$ cat src/rtl/acc_alu_pkg.sv
package acc_alu_pkg;

    localparam int unsigned WORD_W = 12;
    localparam int unsigned PAIR_W = WORD_W + 1;
    localparam int unsigned OPC_W  = 3;
    localparam int unsigned UC_W   = 8;

    typedef logic [WORD_W-1:0] word_t;
    typedef logic [PAIR_W-1:0] pair_t;
    typedef logic [OPC_W-1:0]  opc_t;
    typedef logic [UC_W-1:0]   uc_t;

    localparam opc_t OPC_AND = 3'd0;
    localparam opc_t OPC_TAD = 3'd1;
    localparam opc_t OPC_ISZ = 3'd2;
    localparam opc_t OPC_OPR = 3'd7;

    localparam int unsigned UB_CLR_AC = 0;
    localparam int unsigned UB_CLR_LK = 1;
    localparam int unsigned UB_CPL_AC = 2;
    localparam int unsigned UB_CPL_LK = 3;
    localparam int unsigned UB_INC    = 4;
    localparam int unsigned UB_ROT_R  = 5;
    localparam int unsigned UB_ROT_L  = 6;
    localparam int unsigned UB_TWICE  = 7;

    typedef enum logic [1:0] {ASEL_AC, ASEL_ZERO, ASEL_NOT, ASEL_ONES} asel_e;
    typedef enum logic {BSEL_ZERO, BSEL_OPND} bsel_e;
    typedef enum logic {FN_ADD, FN_AND} fn_e;
    typedef enum logic [2:0] {ROT_NONE, ROT_L1, ROT_L2, ROT_R1, ROT_R2} rot_e;
    typedef enum logic {LK_HOLD, LK_ALU} lksel_e;
    typedef enum logic {MDR_BUS, MDR_ALU} mdrsel_e;

    typedef struct packed {
        asel_e   a_sel;
        bsel_e   b_sel;
        logic    cin;
        fn_e     fn;
        logic    lk_clr;
        logic    lk_cpl;
        rot_e    rot;
        logic    ac_we;
        lksel_e  lk_sel;
        mdrsel_e mdr_sel;
        logic    mem_cyc;
        logic    skip_en;
    } ctrl_t;

    function automatic rot_e rot_decode(input logic r, input logic l, input logic two);
        rot_e res;
        unique case ({r, l})
            2'b10:   res = two ? ROT_R2 : ROT_R1;
            2'b01:   res = two ? ROT_L2 : ROT_L1;
            default: res = ROT_NONE;
        endcase
        return res;
    endfunction

    function automatic pair_t rotate_pair(input pair_t v, input rot_e r);
        pair_t res;
        unique case (r)
            ROT_L1:  res = {v[PAIR_W-2:0], v[PAIR_W-1]};
            ROT_L2:  res = {v[PAIR_W-3:0], v[PAIR_W-1:PAIR_W-2]};
            ROT_R1:  res = {v[0], v[PAIR_W-1:1]};
            ROT_R2:  res = {v[1:0], v[PAIR_W-1:2]};
            default: res = v;
        endcase
        return res;
    endfunction

endpackage

$ cat src/rtl/acc_alu_ctrl.sv
module acc_alu_ctrl
    import acc_alu_pkg::*;
(
    input  logic  valid,
    input  opc_t  opcode,
    input  uc_t   ucode,
    output ctrl_t ctrl
);
    always_comb begin
        ctrl = '0;
        if (valid) begin
            unique case (opcode)
                OPC_AND: begin
                    ctrl.a_sel   = ASEL_AC;
                    ctrl.b_sel   = BSEL_OPND;
                    ctrl.fn      = FN_AND;
                    ctrl.ac_we   = 1'b1;
                    ctrl.mdr_sel = MDR_BUS;
                    ctrl.mem_cyc = 1'b1;
                end
                OPC_TAD: begin
                    ctrl.a_sel   = ASEL_AC;
                    ctrl.b_sel   = BSEL_OPND;
                    ctrl.fn      = FN_ADD;
                    ctrl.ac_we   = 1'b1;
                    ctrl.lk_sel  = LK_ALU;
                    ctrl.mdr_sel = MDR_BUS;
                    ctrl.mem_cyc = 1'b1;
                end
                OPC_ISZ: begin
                    ctrl.a_sel   = ASEL_ZERO;
                    ctrl.b_sel   = BSEL_OPND;
                    ctrl.cin     = 1'b1;
                    ctrl.fn      = FN_ADD;
                    ctrl.mdr_sel = MDR_ALU;
                    ctrl.mem_cyc = 1'b1;
                    ctrl.skip_en = 1'b1;
                end
                OPC_OPR: begin
                    if (ucode[UB_CLR_AC])
                        ctrl.a_sel = ucode[UB_CPL_AC] ? ASEL_ONES : ASEL_ZERO;
                    else
                        ctrl.a_sel = ucode[UB_CPL_AC] ? ASEL_NOT : ASEL_AC;
                    ctrl.b_sel  = BSEL_ZERO;
                    ctrl.cin    = ucode[UB_INC];
                    ctrl.fn     = FN_ADD;
                    ctrl.lk_clr = ucode[UB_CLR_LK];
                    ctrl.lk_cpl = ucode[UB_CPL_LK];
                    ctrl.rot    = rot_decode(ucode[UB_ROT_R], ucode[UB_ROT_L], ucode[UB_TWICE]);
                    ctrl.ac_we  = 1'b1;
                    ctrl.lk_sel = LK_ALU;
                end
                default: ctrl = '0;
            endcase
        end
    end
endmodule

$ cat src/rtl/acc_alu_core.sv
module acc_alu_core
    import acc_alu_pkg::*;
(
    input  word_t ac_in,
    input  logic  lk_in,
    input  word_t opnd,
    input  ctrl_t ctrl,
    output word_t ac_out,
    output logic  lk_out
);
    word_t a_w;
    word_t b_w;
    logic  lk_pre;
    pair_t sum_w;
    word_t y_w;
    logic  lk_y;
    pair_t rot_w;

    always_comb begin
        unique case (ctrl.a_sel)
            ASEL_AC:   a_w = ac_in;
            ASEL_ZERO: a_w = '0;
            ASEL_NOT:  a_w = ~ac_in;
            default:   a_w = '1;
        endcase
        b_w    = (ctrl.b_sel == BSEL_OPND) ? opnd : '0;
        lk_pre = (lk_in & ~ctrl.lk_clr) ^ ctrl.lk_cpl;
        sum_w  = {1'b0, a_w} + {1'b0, b_w} + PAIR_W'(ctrl.cin);
        if (ctrl.fn == FN_AND) begin
            y_w  = a_w & b_w;
            lk_y = lk_pre;
        end else begin
            y_w  = sum_w[WORD_W-1:0];
            lk_y = lk_pre ^ sum_w[WORD_W];
        end
        rot_w  = rotate_pair({lk_y, y_w}, ctrl.rot);
        ac_out = rot_w[WORD_W-1:0];
        lk_out = rot_w[WORD_W];
    end
endmodule

$ cat src/rtl/acc_alu_dp.sv
module acc_alu_dp
    import acc_alu_pkg::*;
(
    input  logic        clk,
    input  logic        rst,
    input  logic        instr_valid,
    input  logic [2:0]  opcode,
    input  logic [7:0]  ucode,
    input  logic [11:0] mem_rd_data,
    output logic [11:0] ac,
    output logic        link,
    output logic        mem_wr,
    output logic [11:0] mem_wr_data,
    output logic        skip
);
    ctrl_t ctrl;
    word_t ac_q, mdr_q, res_ac;
    logic  lk_q, wr_q, skip_q, res_lk;

    acc_alu_ctrl u_ctrl (
        .valid  (instr_valid),
        .opcode (opcode),
        .ucode  (ucode),
        .ctrl   (ctrl)
    );

    acc_alu_core u_core (
        .ac_in  (ac_q),
        .lk_in  (lk_q),
        .opnd   (mem_rd_data),
        .ctrl   (ctrl),
        .ac_out (res_ac),
        .lk_out (res_lk)
    );

    always_ff @(posedge clk) begin
        if (rst) begin
            ac_q   <= '0;
            lk_q   <= 1'b0;
            mdr_q  <= '0;
            wr_q   <= 1'b0;
            skip_q <= 1'b0;
        end else begin
            if (ctrl.ac_we)
                ac_q <= res_ac;
            if (ctrl.lk_sel == LK_ALU)
                lk_q <= res_lk;
            if (ctrl.mem_cyc)
                mdr_q <= (ctrl.mdr_sel == MDR_ALU) ? res_ac : mem_rd_data;
            wr_q   <= ctrl.mem_cyc;
            skip_q <= ctrl.skip_en && (res_ac == '0);
        end
    end

    assign ac          = ac_q;
    assign link        = lk_q;
    assign mem_wr      = wr_q;
    assign mem_wr_data = mdr_q;
    assign skip        = skip_q;

    assert_tad_sum_R6: assert property (@(posedge clk) disable iff (rst)
        (instr_valid && opcode == OPC_TAD) |=>
            (ac == 12'($past(ac) + $past(mem_rd_data))));

    assert_and_link_R7: assert property (@(posedge clk) disable iff (rst)
        (instr_valid && opcode == OPC_AND) |=> $stable(link));

    assert_rewrite_R8: assert property (@(posedge clk) disable iff (rst)
        (instr_valid && (opcode == OPC_AND || opcode == OPC_TAD)) |=>
            (mem_wr && mem_wr_data == $past(mem_rd_data)));

    assert_isz_keeps_R9: assert property (@(posedge clk) disable iff (rst)
        (instr_valid && opcode == OPC_ISZ) |=> ($stable(ac) && $stable(link) && mem_wr));

    assert_skip_zero_R10: assert property (@(posedge clk) disable iff (rst)
        skip |-> (mem_wr && mem_wr_data == '0));

    assert_idle_hold_R11: assert property (@(posedge clk) disable iff (rst)
        (!instr_valid || !(opcode == OPC_AND || opcode == OPC_TAD ||
                           opcode == OPC_ISZ || opcode == OPC_OPR)) |=>
            ($stable(ac) && $stable(link) && !mem_wr && !skip));

endmodule

$ cat config.mk
export PLATFORM = sky130hd
export DESIGN_NAME = acc_alu_dp
export DESIGN_NICKNAME = d
export VERILOG_FILES = /design/src/rtl/acc_alu_pkg.sv /design/src/rtl/acc_alu_ctrl.sv /design/src/rtl/acc_alu_core.sv /design/src/rtl/acc_alu_dp.sv
export SDC_FILE = /design/constraint.sdc
export NUM_CORES = 1
export LEC_CHECK = 0
export BUFFER_PORTS_ARGS = -buffer_cell sky130_fd_sc_hd__buf_2
export CORE_MARGIN = 2
export CORE_UTILIZATION = 40
export CTS_BUF_LIST = sky130_fd_sc_hd__clkbuf_8
export DETAILED_ROUTE_END_ITERATION = 8
export PLACE_DENSITY = 0.57
export SKIP_CTS_REPAIR_TIMING = 1
export SLEW_MARGIN = 10
export SYNTH_ARGS = -nofsm -noshare
export SYNTH_HDL_FRONTEND = slang
export SYNTH_HIERARCHICAL = 1
export SYNTH_SLANG_ARGS = --single-unit
$ cat constraint.sdc
create_clock -name clk -period 6.9 [get_ports clk]
set_input_delay 1.38 -clock clk [delete_from_list [all_inputs] [get_ports clk]]
set_output_delay 1.38 -clock clk [all_outputs]
set_load 0.02 [all_outputs]
==> flow_summary.ini <==
[worst_setup_path]
crit_type = in -> reg
start_kind = input port
critPathRequiredTime_ns = 7.12
r2r_slack_ns = 2.91
crit_path_end_kind = flop
ff2ff_path_depth = 13
worstPathMaxFanout = 12
r2r_end = skip
r2r_start = ac[0]
worstPathArrival_ns = 6.06

[finish]
seq_area_sq_um = 540.5
fillCellCount = 909
antenna_cells = 0
multi_input_area_sq_um = 2734
area_delta_synth_final_pct = 9.065
drive_gt1_share_pct = 16.60
fin_nets = 531
final_cells = 596

[worst_hold_path]
hp-start = mem_wr_data[7]
worstHoldPathType = reg -> reg
whs_path_depth = 2
min_to = mem_wr_data[7]

[synth]
ys_top_cells_by_area = dfxtp_1 (15%), mux2i_1 (8.3%), nor2_1 (5.1%), ha_1 (5.0%), xnor2_1 (4.8%)
yosysTopAreaCellShare_pct = 15.48
syn_inst = 461
syn_nets = 503
async_flop_share_pct = 0
yosys.cell_types.count = 69
syn_area_per_cell_sq_um = 7.575
synth-edff-count = 0
syn-cell-area_sq_um = 3492
synth_flop_cell = dfxtp_1
synth_seq_cells = 27
ys_warn_count = 6
ys_seq_area_share_pct = 15.48
yosys.area.top_type = dfxtp_1

[power_and_ir_drop]
peakVddDrop_mv = 0.08428
p_switching_mw = 0.1518
sw_frac_of_total_pct = 36.73
pwr-share-clk_pct = 21.6
comb_power_share_pct = 37.9
internal_power_mw = 0.2614
sequentialPowerShare_pct = 40.5
leakage_nw = 1.586
p_per_area_nw_per_um2 = 108.5

[clock_network]
cts_tree = built
cts_root_buf = clkbuf_8
clock_tree.buffer_depth = 2
cts_sinks = 27
clkSlewWorstSetupHoldPaths_ns = 0.09
cts_buffers = 3
clk_latency_ns = 0.27
cts_max_level = 1

[timing]
slew_violations = 0
hold_violations = 0
relSlewSlack_pct = 31.39
rsz0062_at_grt = false
clock.fmax_mhz = 171.1
clock_skew_ns = 0.004580
tightest_slew_ns = 1.029
post-route-period-util_pct = 84.68
period_needed_ns = 5.843
whs_ns = 0.4884
setup_viol = 0
fin_setup_tns_ns = 0

[routing]
drt_wl_total_mm = 11.23
vias = 3658
wl_per_cell_um = 18.84
ant_nets = 0
drtPass1Iterations = 5
via_per_inst = 6.138
drtIter0Drc = 315
remaining_drc_errors = 0

[placed_design]
dp_hpwl_mm = 8.876
portBuffers = 52
gp_congestion = 0.9155
dp.cells = 592

[floorplanning]
boundaryPins = 53
die_x_um = 97.44
rows = 34
core_sq_um = 8593
die_h_um = 97.44
die_area_sq_um = 9494
start_util_pct = 40.64

[grt]
first_global_vias = 3341
met3_usage_pct = 3.453
grt.met2_usage_pct = 36.29
grt.busiest_layer = met2
antenna_found_initial = 0
met1_usage_pct = 31.19
overflow = 0
grt_usage_pct = 22.57
grt_pass1_wl_mm = 17.60
grt_start_max_net_pins = 43

[flow_run]
maxCapViolCount = 0

[run_status]
status = completed
[worst max-delay path by stage]
stage / startpoint / end / cells past startpoint
4_1_cts: opcode[1] / skip / 15
3_3_place_gp: opcode[1] / skip / 15
5_1_grt: opcode[1] / skip / 15
6_report: opcode[1] / skip / 15
2_1_floorplan: opcode[0] / skip / 16
3_5_place_dp: opcode[1] / skip / 15
[metrics by stage]
step	utilization (%)	cell area [sq um]	setup WS [ns]	power, mW
4_1_cts	44.32	3809	1.063	0.4143
6_report	44.32	3809	1.057	0.4132
3_5_place_dp	43.80	3764	0.7920	0.3262
5_1_grt	44.32	3809	0.6604	0.4346
3_3_place_gp	43.80	3764	0.8019	0.3270
2_1_floorplan	-	3492	1.626	0.2799
[placed cells by master (no fill, tap or decap), types with 5 or more instances in the layout]
master	synthesis	final
a211oi_1	14	14
a21o_1	10	10
a21oi_1	24	23
a22oi_1	5	5
a31oi_1	6	6
and2_1	18	18
and3_1	6	6
buf_2	12	52
buf_4	4	6
dfxtp_1	27	27
ha_1	14	14
inv_1	13	14
mux2i_1	29	29
nand2_1	35	35
nand2b_1	22	22
nand3_1	8	8
nor2_1	47	47
nor2b_1	8	8
nor3_1	8	7
nor4_1	6	5
o21ai_0	19	19
xnor2_1	19	19
[cells in the mapped netlist (5+ instances only)]
cell	n
dfxtp_1	27
buf_1	5
nor3_1	8
a21o_1	10
nor4_1	6
nand2_1	35
buf_2	12
inv_1	13
o21ai_0	19
nor2_1	47
a31oi_1	6
clkbuf_1	11
xnor2_1	19
a211oi_1	14
nand2b_1	22
ha_1	14
a21oi_1	24
and3_1	6
nor2b_1	8
and2_1	18
mux2i_1	29
a22oi_1	5
nand3_1	8
[flip-flops by register name, summed over array words and instances, names as in the netlist]
| signal | flops |
|---|---|
| ac | 12 |
| link | 1 |
| skip | 1 |
| mem_wr_data | 12 |
| mem_wr | 1 |
[worst max-delay path: stages]
cell	delay, ns
buf_2	0.18
and4_1	0.34
and2_1	0.59
xnor2_1	0.23
fa_1	0.51
inv_1	0.10
fa_1	0.25
nor2b_4	0.07
o31a_4	0.32
o31ai_4	0.42
nor4_1	0.13
a2111oi_2	0.53
a311oi_1	0.29
nor4_1	0.46
and4_1	0.25
[cell families (layout without fill, tap and decap cells)]
logic type	count (synthesis)	after routing	synth area share, %
mux	34	34	10.57
compound gates	133	133	28.59
fa+ha+maj	16	16	6.163
flops	27	27	15.48
simple gates	182	182	27.27
buf+inv	48	75	6.664
xor+xnor	21	21	5.267
[final cells by class]
class / count / area share (%)
tap: 108 / 3.548
inverter: 13 / 1.281
sequential: 27 / 14.19
clock buffer: 3 / 1.084
timing repair buffer: 58 / 8.016
multi-input combinational: 386 / 71.78
clock inverter: 1 / 0.09855
[power groups by stage]
stage	logic, mW	clock network [mW]	registers (mW)
6_report	0.157	0.0893	0.167
5_1_grt	0.170	0.0966	0.168
4_1_cts	0.156	0.0908	0.167
3_5_place_dp	0.155	0	0.171
3_3_place_gp	0.156	0	0.171
2_1_floorplan	0.101	0	0.179
[metal layers]
metal | up-vias | wire length [um]
met5 | - | 0
met4 | 0 | 388
met3 | 25 | 635
met2 | 138 | 5083
met1 | 1745 | 5122
li1 | 1750 | -
Power figures use the tool's default switching activity.
